`src/rtl/mt_pkg.sv`:
```
package mt_pkg;
  typedef enum logic [1:0] {
    SES_IDLE     = 2'd0,
    SES_LD_WAIT  = 2'd1,
    SES_LD_READY = 2'd2,
    SES_REDUCE   = 2'd3
  } ses_t;

  localparam logic OP_LOAD   = 1'b0;
  localparam logic OP_REDUCE = 1'b1;
endpackage

```
`src/rtl/mt_match.sv`:
```
// Fully associative address lookup over the live entries; lowest index wins.
module mt_match #(
  parameter int ENTRIES = 4,
  parameter int ADDR_W  = 16,
  localparam int IDX_W  = $clog2(ENTRIES)
) (
  input  logic [ENTRIES-1:0] live,
  input  logic [ADDR_W-1:0]  tag [ENTRIES],
  input  logic [ADDR_W-1:0]  key,
  output logic               hit,
  output logic [IDX_W-1:0]   hit_idx
);
  logic [ENTRIES-1:0] eq;

  generate
    for (genvar g = 0; g < ENTRIES; g++) begin : g_cmp
      assign eq[g] = live[g] && (tag[g] == key);
    end
  endgenerate

  always_comb begin
    hit     = |eq;
    hit_idx = '0;
    for (int i = ENTRIES - 1; i >= 0; i--) begin
      if (eq[i]) hit_idx = IDX_W'(i);
    end
  end
endmodule

```
`src/rtl/mt_content_ram.sv`:
```
// Simple dual-port store for returned load data, synchronous read.
module mt_content_ram #(
  parameter int DEPTH = 4,
  parameter int WIDTH = 32,
  localparam int AW   = $clog2(DEPTH)
) (
  input  logic             clk,
  input  logic             we,
  input  logic [AW-1:0]    waddr,
  input  logic [WIDTH-1:0] wdata,
  input  logic [AW-1:0]    raddr,
  output logic [WIDTH-1:0] rdata
);
  logic [WIDTH-1:0] mem [DEPTH];

  always_ff @(posedge clk) begin
    if (we) mem[waddr] <= wdata;
    rdata <= mem[raddr];
  end
endmodule

```
`src/rtl/mt_fanout.sv`:
```
// Walks the queued requesters of one filled entry, one per cycle.
module mt_fanout #(
  parameter int ENTRIES = 4,
  parameter int CNT_W   = 3,
  localparam int IDX_W  = $clog2(ENTRIES)
) (
  input  logic               clk,
  input  logic               rst,
  input  logic [ENTRIES-1:0] filled_mask,
  input  logic [CNT_W-1:0]   cur_count,
  output logic               busy,
  output logic [IDX_W-1:0]   cur_idx,
  output logic [CNT_W-1:0]   ptr,
  output logic               last
);
  logic [IDX_W-1:0] next_idx;

  always_comb begin
    next_idx = '0;
    for (int i = ENTRIES - 1; i >= 0; i--) begin
      if (filled_mask[i]) next_idx = IDX_W'(i);
    end
  end

  assign last = busy && (ptr == cur_count - CNT_W'(1));

  always_ff @(posedge clk) begin
    if (rst) begin
      busy    <= 1'b0;
      cur_idx <= '0;
      ptr     <= '0;
    end else if (!busy) begin
      if (|filled_mask) begin
        busy    <= 1'b1;
        cur_idx <= next_idx;
        ptr     <= '0;
      end
    end else if (last) begin
      busy <= 1'b0;
    end else begin
      ptr <= ptr + CNT_W'(1);
    end
  end
endmodule

```
`src/rtl/req_merge_table.sv`:
```
module req_merge_table
  import mt_pkg::*;
#(
  parameter int NPORTS  = 4,
  parameter int ENTRIES = 4,
  parameter int ADDR_W  = 16,
  parameter int DATA_W  = 32,
  localparam int PORT_W = $clog2(NPORTS),
  localparam int CNT_W  = $clog2(NPORTS + 1),
  localparam int IDX_W  = $clog2(ENTRIES)
) (
  input  logic              clk,
  input  logic              rst,
  input  logic [CNT_W-1:0]  cfg_contributors,
  input  logic              req_valid,
  output logic              req_ready,
  input  logic [PORT_W-1:0] req_port,
  input  logic              req_op,
  input  logic [ADDR_W-1:0] req_addr,
  input  logic [DATA_W-1:0] req_data,
  output logic              mem_req_valid,
  output logic              mem_req_write,
  output logic [ADDR_W-1:0] mem_req_addr,
  output logic [DATA_W-1:0] mem_req_data,
  input  logic              mem_rsp_valid,
  input  logic [ADDR_W-1:0] mem_rsp_addr,
  input  logic [DATA_W-1:0] mem_rsp_data,
  output logic              rsp_valid,
  output logic [PORT_W-1:0] rsp_port,
  output logic [ADDR_W-1:0] rsp_addr,
  output logic [DATA_W-1:0] rsp_data
);
  // Entry state
  ses_t              state_q  [ENTRIES];
  logic [ADDR_W-1:0] addr_q   [ENTRIES];
  logic [CNT_W-1:0]  cnt_q    [ENTRIES];
  logic [DATA_W-1:0] acc_q    [ENTRIES];
  logic [PORT_W-1:0] wait_q   [ENTRIES][NPORTS];
  logic [ENTRIES-1:0] filled_q;

  logic [ENTRIES-1:0] live, await_data, drain_mask;

  always_comb begin
    for (int i = 0; i < ENTRIES; i++) begin
      live[i]       = (state_q[i] != SES_IDLE);
      await_data[i] = (state_q[i] == SES_LD_WAIT) && !filled_q[i];
      drain_mask[i] = (state_q[i] == SES_LD_WAIT) && filled_q[i];
    end
  end

  // Free slot search
  logic             has_free;
  logic [IDX_W-1:0] free_idx;
  always_comb begin
    has_free = 1'b0;
    free_idx = '0;
    for (int i = ENTRIES - 1; i >= 0; i--) begin
      if (!live[i]) begin
        has_free = 1'b1;
        free_idx = IDX_W'(i);
      end
    end
  end

  // Request lookup
  logic             r_hit;
  logic [IDX_W-1:0] r_idx;
  mt_match #(.ENTRIES(ENTRIES), .ADDR_W(ADDR_W)) u_req_match (
    .live(live), .tag(addr_q), .key(req_addr), .hit(r_hit), .hit_idx(r_idx)
  );

  // Read-return lookup (only entries still waiting for data)
  logic             m_hit;
  logic [IDX_W-1:0] m_idx;
  mt_match #(.ENTRIES(ENTRIES), .ADDR_W(ADDR_W)) u_rsp_match (
    .live(await_data), .tag(addr_q), .key(mem_rsp_addr), .hit(m_hit), .hit_idx(m_idx)
  );

  // Fan-out walker
  logic             fan_busy, fan_last;
  logic [IDX_W-1:0] fan_idx;
  logic [CNT_W-1:0] fan_ptr;
  mt_fanout #(.ENTRIES(ENTRIES), .CNT_W(CNT_W)) u_fanout (
    .clk(clk), .rst(rst), .filled_mask(drain_mask), .cur_count(cnt_q[fan_idx]),
    .busy(fan_busy), .cur_idx(fan_idx), .ptr(fan_ptr), .last(fan_last)
  );

  // Cached load data
  mt_content_ram #(.DEPTH(ENTRIES), .WIDTH(DATA_W)) u_content (
    .clk(clk), .we(mem_rsp_valid && m_hit), .waddr(m_idx), .wdata(mem_rsp_data),
    .raddr(fan_busy ? fan_idx : r_idx), .rdata(rsp_data)
  );

  // Acceptance
  logic want_load, hit_is_load, same_kind, fire, closes;
  logic [CNT_W-1:0]  cnt_next;
  logic [DATA_W-1:0] acc_next;

  assign want_load   = (req_op == OP_LOAD);
  assign hit_is_load = (state_q[r_idx] == SES_LD_WAIT) || (state_q[r_idx] == SES_LD_READY);
  assign same_kind   = want_load ? hit_is_load : (state_q[r_idx] == SES_REDUCE);
  assign req_ready   = !(|drain_mask) && (r_hit ? same_kind : has_free);
  assign fire        = req_valid && req_ready;
  assign cnt_next    = cnt_q[r_idx] + CNT_W'(1);
  assign closes      = (cnt_next == cfg_contributors);
  assign acc_next    = acc_q[r_idx] + req_data;

  always_ff @(posedge clk) begin
    if (rst) begin
      for (int i = 0; i < ENTRIES; i++) state_q[i] <= SES_IDLE;
      filled_q      <= '0;
      mem_req_valid <= 1'b0;
      mem_req_write <= 1'b0;
      mem_req_addr  <= '0;
      mem_req_data  <= '0;
      rsp_valid     <= 1'b0;
      rsp_port      <= '0;
      rsp_addr      <= '0;
    end else begin
      mem_req_valid <= 1'b0;
      rsp_valid     <= 1'b0;

      if (mem_rsp_valid && m_hit) filled_q[m_idx] <= 1'b1;

      if (fan_busy) begin
        rsp_valid <= 1'b1;
        rsp_port  <= wait_q[fan_idx][fan_ptr[PORT_W-1:0]];
        rsp_addr  <= addr_q[fan_idx];
        if (fan_last) begin
          filled_q[fan_idx] <= 1'b0;
          state_q[fan_idx]  <= (cnt_q[fan_idx] == cfg_contributors) ? SES_IDLE : SES_LD_READY;
        end
      end

      if (fire) begin
        if (r_hit) begin
          cnt_q[r_idx] <= cnt_next;
          unique case (state_q[r_idx])
            SES_LD_WAIT: wait_q[r_idx][cnt_q[r_idx][PORT_W-1:0]] <= req_port;
            SES_LD_READY: begin
              rsp_valid <= 1'b1;
              rsp_port  <= req_port;
              rsp_addr  <= req_addr;
              if (closes) state_q[r_idx] <= SES_IDLE;
            end
            SES_REDUCE: begin
              acc_q[r_idx] <= acc_next;
              if (closes) begin
                state_q[r_idx] <= SES_IDLE;
                mem_req_valid  <= 1'b1;
                mem_req_write  <= 1'b1;
                mem_req_addr   <= req_addr;
                mem_req_data   <= acc_next;
              end
            end
            default: ;
          endcase
        end else if (want_load) begin
          state_q[free_idx]   <= SES_LD_WAIT;
          addr_q[free_idx]    <= req_addr;
          cnt_q[free_idx]     <= CNT_W'(1);
          wait_q[free_idx][0] <= req_port;
          filled_q[free_idx]  <= 1'b0;
          mem_req_valid       <= 1'b1;
          mem_req_write       <= 1'b0;
          mem_req_addr        <= req_addr;
          mem_req_data        <= '0;
        end else if (cfg_contributors == CNT_W'(1)) begin
          mem_req_valid <= 1'b1;
          mem_req_write <= 1'b1;
          mem_req_addr  <= req_addr;
          mem_req_data  <= req_data;
        end else begin
          state_q[free_idx] <= SES_REDUCE;
          addr_q[free_idx]  <= req_addr;
          cnt_q[free_idx]   <= CNT_W'(1);
          acc_q[free_idx]   <= req_data;
        end
      end
    end
  end
endmodule

```
`config.mk`:
```
export PLATFORM = sky130hd
export DESIGN_NAME = req_merge_table
export DESIGN_NICKNAME = d
export VERILOG_FILES = /design/src/rtl/mt_pkg.sv /design/src/rtl/mt_match.sv /design/src/rtl/mt_content_ram.sv /design/src/rtl/mt_fanout.sv /design/src/rtl/req_merge_table.sv
export SDC_FILE = /design/constraint.sdc
export NUM_CORES = 1
export LEC_CHECK = 0
export ABC_AREA = 1
export BUFFER_PORTS_ARGS = -buffer_cell sky130_fd_sc_hd__buf_4
export CAP_MARGIN = 10
export CORE_ASPECT_RATIO = 1.5
export CORE_MARGIN = 4
export CORE_UTILIZATION = 28
export DETAILED_ROUTE_END_ITERATION = 8
export SLEW_MARGIN = 20
export SYNTH_ARGS = -nofsm -noshare
export SYNTH_HDL_FRONTEND = slang
export SYNTH_SLANG_ARGS = --single-unit
```
`constraint.sdc`:
```
create_clock -name clk -period 6.3 [get_ports clk]
set_clock_uncertainty 0.2 [all_clocks]
set_input_delay 1.26 -clock clk [delete_from_list [all_inputs] [get_ports clk]]
set_output_delay 1.26 -clock clk [all_outputs]
set_load 0.01 [all_outputs]
```
**Word-level counts from Yosys, hierarchy flattened**

Memories as Yosys holds them, arrays and structs flattened. A register that Yosys moved wholly into a read port is not among the register bits.
Cells that the tools add are included.

- Register bits: 143
- RAM bits: 308
- Input port bits: 106
- Output and inout port bits: 102
- Word-level logic and storage cells: 282
- Memories: 5

Memory list:

| memory | depth | width | rd ports | clocked after memory_dff | wr ports | line | RTL |
|---|---|---|---|---|---|---|---|
| acc_q | 4 | 32 | 1 | 0 | 1 | req_merge_table.sv:37 | `logic [DATA_W-1:0] acc_q [ENTRIES];` |
| u_content.mem | 4 | 32 | 1 | 1 | 1 | mt_content_ram.sv:14 | `logic [WIDTH-1:0] mem [DEPTH];` |
| wait_q | 4 | 8 | 1 | 1 | 1 | req_merge_table.sv:38 | `logic [PORT_W-1:0] wait_q [ENTRIES][NPORTS];` |
| cnt_q | 4 | 3 | 2 | 1 | 1 | req_merge_table.sv:36 | `logic [CNT_W-1:0] cnt_q [ENTRIES];` |
| state_q | 4 | 2 | 5 | 0 | 4 | req_merge_table.sv:34 | `ses_t state_q [ENTRIES];` |

- Add/sub/neg operators: 4
- $lt $le $gt $ge: 12
- Equality and inequality tests: 24
- Multiplexer cells: 156
- Bitwise logic cells: 16
- Reduce and logical (&&, ||, !) cells: 50

Operator list:

| cell | count |
|---|---|
| $mux 16 | 12 |
| $mux 32 | 6 |
| $eq 16x16->1 | 8 |
| $mux 64 | 2 |
| $mux 2 | 40 |
| $mux 1 | 72 |
| $bwmux 64 | 1 |
| $add 32x32->32 | 1 |
| $bmux 16 s2 | 1 |
| $demux 16 s2 | 1 |
| $mux 4 | 8 |
| $reduce_or 32->1 | 1 |
| $logic_and 1x1->1 | 25 |
| $mux 8 | 3 |
| $mux 3 | 5 |
| $ge 3x3->1 const B | 4 |
| $not 2->3 | 4 |
| $reduce_or 4->1 | 3 |
| $eq 2x1->1 const B | 5 |
| $reduce_bool 2->1 | 5 |
| $eq 3x3->1 | 3 |
| $lt 2x3->1 const B | 3 |
| $and 4x4->4 | 2 |
| $not 4->4 | 2 |
| other kinds (22) | 45 |

**Longest topological paths before layout**

Gate-level depths: netlist of the first run.

- Word-level depth: 22
- Gate-level depth with buffers: 35
- Mapped depth without buffers: 31

**By module**

From an unflattened synthesis of the first run, not the netlist that was laid out.

- Cell total of the unflattened synthesis: 2896
- Area total of the unflattened synthesis: 24324.6 µm²

By module, submodules not included:

| module | times used | cells an instance | area an instance (µm²) | sequential area each (µm²) |
|---|---|---|---|---|
| req_merge_table | 1 | 1852 | 15869.0 | 8788.4 |
| mt_content_ram | 1 | 541 | 6078.3 | 4484.3 |
| mt_match | 2 | 226 | 1002.2 | 0.0 |
| mt_fanout | 1 | 51 | 372.9 | 120.1 |

**Worst setup path after synthesis of the first run**

Ideal clock, no wire load.

- Path type: input-to-reg
- Start point: input port mem_rsp_addr[8]
- End point: memory u_content.mem[3][0], enable pin
- Library setup time: 0.505 ns
- Arrival time: 5.326 ns
- Required time: 5.595 ns
- Path slack: 0.270 ns
- Stages: 9
- Buffers on the path: 1
- Cells stage by stage: clkbuf_1 -> xor2_1 -> inv_1 -> o221ai_1 -> nor4_1 -> nand4_1 -> nand2_1 -> nand2_1 -> nor4_1

- Longest elaborated chain between the ends: 6
- Elaborated cells on any way between the ends: 16
- Classes of those cells: eq/ne (4); mux (6); reduce/logical (6)

RTL lines:

| element | line | RTL |
|---|---|---|
| from (decl) | req_merge_table.sv:26 | `input logic [ADDR_W-1:0] mem_rsp_addr,` |
| $eq 16x16->1 | mt_match.sv:17 | `assign eq[g] = live[g] && (tag[g] == key);` |
| $logic_and 1x1->1 | mt_match.sv:17 |  |
| $mux 2 or $reduce_or 4->1 (tied branches) | mt_match.sv:25, mt_match.sv:22 |  |
| $mux 2 or $logic_and 1x1->1 (tied branches) | mt_match.sv:25, req_merge_table.sv:90 |  |
| $mux 2 or $mux 1 (tied branches) (2 in series) | mt_match.sv:25, mt_content_ram.sv:17 |  |
| to (decl) | mt_content_ram.sv:14 |  |

Parallel ways exist; a longest one is shown, timed or not.

**Worst setup path after layout of the first run**

- Start point: input port req_addr[13]
- End point: output port req_ready

- Longest elaborated chain between the ends: 12
- Elaborated cells on any way between the ends: 21
- Classes of those cells: eq/ne (7); mux (6); reduce/logical (7); memory (1)

RTL lines:

| element | line | RTL |
|---|---|---|
| from (decl) | req_merge_table.sv:19 | `input logic [ADDR_W-1:0] req_addr,` |
| $eq 16x16->1 | mt_match.sv:17 |  |
| $logic_and 1x1->1 | mt_match.sv:17 |  |
| $mux 2 (4 in series) | mt_match.sv:25 | `if (eq[i]) hit_idx = IDX_W'(i);` |
| $mem_v2 4x2 | n/a |  |
| $eq 2x1->1 or $eq 2x2->1 (tied branches) | req_merge_table.sv:100 | `assign hit_is_load = (state_q[r_idx] == SES_LD_WAIT) \|\| (state_q[r_idx] == SES_LD_READY);` |
| $logic_or 1x1->1 | req_merge_table.sv:100 |  |
| $mux 1 | req_merge_table.sv:101 | `assign same_kind = want_load ? hit_is_load : (state_q[r_idx] == SES_REDUCE);` |
| $mux 1 * | req_merge_table.sv:102 | `assign req_ready = !(\|drain_mask) && (r_hit ? same_kind : has_free);` |
| $logic_and 1x1->1 * | req_merge_table.sv:102 |  |
| to (decl) | req_merge_table.sv:16 | `output logic req_ready,` |

Mark *: on every way between the ends. The rest lies on a longest branch, timed or not.

==> results.cfg, run 1 <==
[outcome]
outcome = completed

[placement]
place_congestion = 1.014
dp_cells = 3688
place_area_sq_um = 26330
io_buffers = 207
hpwl_um = 58890

[clock_network]
clock_tree.buffer_depth = 3
cts_buffers = 50
cts.sinks = 485
root_buffer = clkbuf_16
clock_latency_ns = 0.62
post_cts_buffers = 0
clk_pin_slew_ns = 0.06
cts.repair.resized = 0
cts.htree.levels = 2
cts_tree = done
ctsHoldBuffers = 0

[floorplan]
ios = 208
fp.dieW_um = 243.1
initial_core_util_pct = 28.21
die_y_um = 360.7
dieArea_sq_um = 87710
core_sq_um = 82320
num_rows = 129

[yosys]
synthMuxAreaShare_pct = 0
synth_edf_count = 372
synthTopCellsByArea = edfxtp_1, dfxtp_1, nand2_1, o21ai_0, nor2_1
synth_top_cell_area_share_pct = 48.10
ys_seq_area_share_pct = 57.84
synth_fa_ha_area_share_pct = 2.134
synthDistinctLibCells = 56
syn_avg_cell_area_sq_um = 9.414
yosys.area.top_type = edfxtp_1
ys.flop_type = edfxtp_1
syn_nets = 2612
synth-xor-area-share_pct = 2.979
synth_top_family_by_area = simple AND/OR/NAND/NOR gates
synth.ff_latch_count = 485
synth_compound_area_share_pct = 13.65
syn_area_sq_um = 23220
async_reset_ff_share_pct = 0
ys_warn_count = 0
syn_inst = 2467
synth_simple_gate_area_share_pct = 18.25

[sta]
rsz0062_at_grt = no
tns_ns = 0
worstMarginPinSlew_ns = 1.016
fin_hold_ws_ns = 0.2690
slew_violations = 0
hold_violations = 0
setup_viol = 0
min_period_over_period_pct = 91.68
fmax_ghz = 0.1731
min_period_ns = 5.776
slew_headroom_pct = 32.10

[power]
leakagePower_nw = 10.80
power_mw = 7.433
p_per_area_nw_per_um2 = 264.3
ir_worst_vdd_mv = 0.1915

[detailed_routing]
drt_iter0_drc = 1570
num_vias = 19040
drcViolationCount = 0
viasPerCell = 5.031
wl_per_cell_um = 21.48
drtPass1Iterations = 6
wl_um = 81300
ant_nets = 0

[grt]
track_usage_pct = 17.86
grt_pass1_wl_um = 120000
grt_overflow = 0
grt_pass1_vias = 19020
grt_max_degree = 74
antenna_found_initial = 4

[final_layout]
drive_above_1_share_pct = 15.07
stdcell_count = 3785
multi_input_area_sq_um = 8680
fin_nets = 2837
fillCellCount = 8433
areaGrowthSynthToFinish_pct = 21.09
regArea_sq_um = 13430
stdcell_area_sq_um = 28120

[setup_path]
cp-end-kind = output pin
rrSetupSlack_ns = 0.98
path_class = in -> out
worstPathRequired_ns = 4.84
r2r_start = state_q[3][0]
reg2reg_depth = 28
worst_ep_arrival_time_ns = 4.32
crit_path_start_kind = primary input
critPathMaxFanout = 11
r2r_end = acc_q[3][28]

[min_path]
hold_path_depth = 2
holdPathEnd = mem_req_data[10]
worstHoldStart = mem_req_data[10]
hp-class = reg -> reg

[run]
cap_viol_max_count = 0
stage by stage:
step | utilization (%) | setup slack (ns)
after global placement | 31.98 | 0.1158
after global routing | 34.15 | 0.01738
after detailed placement | 31.98 | 0.03008
after floorplan | - | 0.2695
final | 34.16 | 0.5241
after CTS | 34.15 | 0.4951
worst max path at each step:
stage,from,endpoint,slack [ns]
after CTS,req_addr[13],req_ready,0.50
after floorplan,mem_rsp_addr[8],u_content.mem[3][0],0.27
after global routing,req_addr[13],acc_q[3][30],0.02
after detailed placement,req_addr[13],acc_q[3][30],0.03
final,req_addr[13],req_ready,0.52
after global placement,req_addr[2],acc_q[2][30],0.12
metal layers:
metal / track usage, % / wire (um) / up-vias
li1: - / - / 9062
met1: 21.41 / 32800 / 9136
met2: 31.61 / 40180 / 667
met3: 2.802 / 4487 / 177
met4: 7.880 / 3820 / 2
met5: 0 / 13 / -
cell usage after synthesis, drive strengths merged, types with 4 or more instances:
| library cell | n |
|---|---|
| a21oi | 108 |
| a311oi | 16 |
| a31oi | 6 |
| and2 | 4 |
| buf | 24 |
| clkbuf | 73 |
| dfxtp | 113 |
| edfxtp | 372 |
| ha | 38 |
| inv | 196 |
| nand2 | 472 |
| nand3 | 94 |
| nand3b | 10 |
| nand4 | 33 |
| nor2 | 340 |
| nor3 | 26 |
| nor4 | 15 |
| o2111ai | 5 |
| o21a | 4 |
| o21ai | 282 |
| o221ai | 12 |
| o22ai | 114 |
| o31ai | 4 |
| xnor2 | 28 |
| xor2 | 51 |
cells in the final DEF, fill, tap and decap left out, types with 6 or more instances in the layout:
master     count
ha_1          38
nand2_1      461
clkbuf_1       9
nor4_1        14
bufinv_16      8
nand3_2        7
o21ai_0      273
o221ai_1      12
a21oi_1      108
nor2_4         7
nor2_1       328
nand4_1       32
nor3_1        24
clkinv_2       8
nand3_1       86
o22ai_1      114
clkbuf_16     52
nand2_2       10
edfxtp_1     372
inv_2         16
xnor2_1       28
nand3b_1      10
dfxtp_1      113
clkinv_1       6
buf_4        260
xor2_1        51
inv_1        179
a311oi_1      16
buf_12        10
cells by family after synthesis:
group | count (synthesis)
adders and majority gates | 39
buffers and inverters | 296
and+or+nand+nor | 1003
xor gates and xnor gates | 79
AOI/OAI and AO/OA | 565
DFF | 485
critical path, stage by stage:
cell      delay [ns]
buf_4           0.17
inv_2           0.08
nand2_1         0.16
nand4_1         0.16
nor2_1          0.13
nand3_1         0.08
nor2_1          0.35
inv_1           0.08
nand2_1         0.14
inv_1           0.07
nor2_2          0.20
buf_4           0.19
nand3_1         0.07
nand2_1         0.15
inv_1           0.06
ha_1            0.28
nor2_1          0.08
nor2_1          0.06
a21boi_0        0.24
buf_4           0.17
buf_4           0.11
report_power, final:
group | internal, mW | switching, mW
registers | 3.52 | 0.0237
clock network | 1.91 | 1.32
logic | 0.223 | 0.437
total | 5.65 | 1.78
area by class of cell:
class | count | share of cell area (%)
tap | 1048 | 4.663
timing repair buffer | 270 | 7.653
multi-input combinational | 1686 | 30.87
clock inverter | 28 | 1.366
clock buffer | 66 | 4.992
sequential | 485 | 47.77
antenna | 3 | 0.02670
inverter | 199 | 2.665
flip-flops by register name (all words and copies together), names as in the netlist, named ones only:
register,cells
acc_q,128
mem_req_data,32
u_fanout.busy,1
u_content.mem,128
filled_q,4
wait_q,32
addr_q,64
u_content.rdata,32
mem_req_addr,16
state_q,8
u_fanout.ptr,3
rsp_addr,16
u_fanout.cur_idx,2
rsp_valid,1
rsp_port,2
mem_req_write,1
mem_req_valid,1
cnt_q,12
No activity file was read; power rests on OpenSTA's default activity.
==> inputs of run 2 (changes only) <==
--- a/config.mk
+++ b/config.mk
@@ -11,6 +11,8 @@
 export CORE_ASPECT_RATIO = 1.5
 export CORE_MARGIN = 4
 export CORE_UTILIZATION = 28
+export CTS_BUF_LIST = sky130_fd_sc_hd__clkbuf_4
+export CTS_CLUSTER_DIAMETER = 200
 export DETAILED_ROUTE_END_ITERATION = 8
 export SLEW_MARGIN = 20
 export SYNTH_ARGS = -nofsm -noshare
==> results.cfg, run 2 (synthesis results as in run 1) <==
[outcome]
outcome = completed

[final_layout]
drive_above_1_share_pct = 18.32
stdcell_count = 3923
reg.largest.list = acc_q x128, u_content.mem x128, addr_q x64
layout_commonest_cell = nand2_1
areaGrowthSynthToFinish_pct = 20.82
layout_common_cells = nand2_1, edfxtp_1, nor2_1
fillCellCount = 8564
regArea_sq_um = 13430
utilization_pct = 34.09
multi_input_area_sq_um = 8680
fin_nets = 2908

[grt]
antenna_found_initial = 6
grt_max_degree = 74
grt_pass1_wl_um = 121700
grt_pass1_vias = 19780
grt_overflow = 0
track_usage_pct = 18.21

[floorplan]
num_rows = 129
fp.dieW_um = 243.1
core_sq_um = 82320
die_y_um = 360.7
initial_core_util_pct = 28.21
ios = 208
dieArea_sq_um = 87710

[sta]
setup_viol = 0
fin_hold_ws_ns = 0.2718
worstMarginPinSlew_ns = 0.9955
min_period_over_period_pct = 93.10
rsz0062_at_grt = no
slew_headroom_pct = 33.47
hold_violations = 0
min_period_ns = 5.865
fmax_ghz = 0.1705
slew_violations = 0
tns_ns = 0

[clock_network]
cts.htree.levels = 3
cts.repair.resized = 0
cts.sinks = 485
clock_tree.buffer_depth = 3
ctsHoldBuffers = 0
cts_buffers = 121
clk_pin_slew_ns = 0.08
clock_latency_ns = 0.99
post_cts_buffers = 0
root_buffer = clkbuf_4
cts_tree = done

[detailed_routing]
drcViolationCount = 0
wl_um = 82180
drt_iter0_drc = 1537
viasPerCell = 4.994
ant_nets = 0
wl_per_cell_um = 20.95
drtPass1Iterations = 9
num_vias = 19590

[setup_path]
path_class = reg -> out
crit_path_start_kind = flop
worstPathRequired_ns = 4.84
cp-end-kind = output pin
critPathMaxFanout = 5
reg2reg_depth = 29
rrSetupSlack_ns = 0.93
worst_ep_arrival_time_ns = 4.41

[power]
internal_power_mw = 5.280
clkPwrFrac_pct = 41.0
p_sw_share_pct = 25.89
ir_worst_vdd_mv = 0.1189
p_seq_share_pct = 49.7
p_switching_mw = 1.845
leakagePower_nw = 10.93
p_per_area_nw_per_um2 = 253.9
pwr-share-comb_pct = 9.3
power_mw = 7.125

[placement]
dp_cells = 3688
io_buffers = 207
place_congestion = 1.014
hpwl_um = 58890

[min_path]
hold_path_depth = 2
hp-class = reg -> reg

[run]
cap_viol_max_count = 0
-- run 2: cell types whose count changed in the layout (fill, tap and decap cells not counted), moves of 3 or more --
cell	previous run	this run
clkbuf_4	0	175
clkbuf_16	52	0
clkinv_1	6	38
clkbuf_1	9	0
clkbuf_8	5	0
clkinv_2	8	11
clkinvlp_4	3	0
-- run 2: through the flow --
step / setup slack (ns) / area (sq um)
final: 0.4347 / 28060
after global routing: 0.07333 / 28050
after CTS: 0.2841 / 28050
after detailed placement: 0.03008 / 26330
after global placement: 0.1158 / 26330
after floorplan: 0.2695 / 23220
-- run 2: final timing paths --
kind / endpoint / from
worst min-delay path: mem_req_data[10] / mem_req_data[10]
worst max-delay path: req_ready / addr_q[14]
worst max register to register: acc_q[3][28] / addr_q[14]
worst min register to register: mem_req_data[10] / mem_req_data[10]
-- run 2: layer usage --
layer	vias up	track usage, %	part of all wire (%)
met4	4	9.986	5.1
met5	-	0	0.030
met3	206	3.188	6.1
li1	9311	-	-
met2	755	32.05	49
met1	9315	20.98	39
-- run 2: power by group through the flow --
stage | Sequential (mW) | Clock [mW] | Combinational (mW)
floorplan | 3.61 | 0 | 0.353
global route | 3.54 | 3.19 | 0.726
CTS | 3.54 | 3.05 | 0.659
global placement | 3.61 | 0 | 0.654
detailed placement | 3.61 | 0 | 0.655
finish | 3.54 | 2.92 | 0.661
-- run 2: cell type report --
| type | count | area share (%) |
|---|---|---|
| flip-flops and latches | 485 | 47.88 |
| repair buffers | 270 | 7.670 |
| clock inverters | 56 | 1.458 |
| multi-input cells | 1686 | 30.93 |
| well taps | 1048 | 4.673 |
| inverters | 199 | 2.671 |
| clock buffers | 175 | 4.682 |
| diodes | 4 | 0.03567 |
-- run 2: critical path, cell delays in order, from the launching register on --
cell and delay, ns:
edfxtp_1 0.44, inv_1 0.18, nand2_1 0.07, nand2_1 0.10
nand2_1 0.07, nor2_1 0.13, nand3_1 0.09, nor2_1 0.36
inv_1 0.08, nand2_1 0.14, inv_1 0.07, nor2_2 0.19
buf_4 0.19, nand3_1 0.07, nand2_1 0.15, inv_1 0.06
ha_1 0.28, nor2_1 0.08, nor2_1 0.06, a21boi_0 0.28
buf_4 0.18, buf_4 0.11
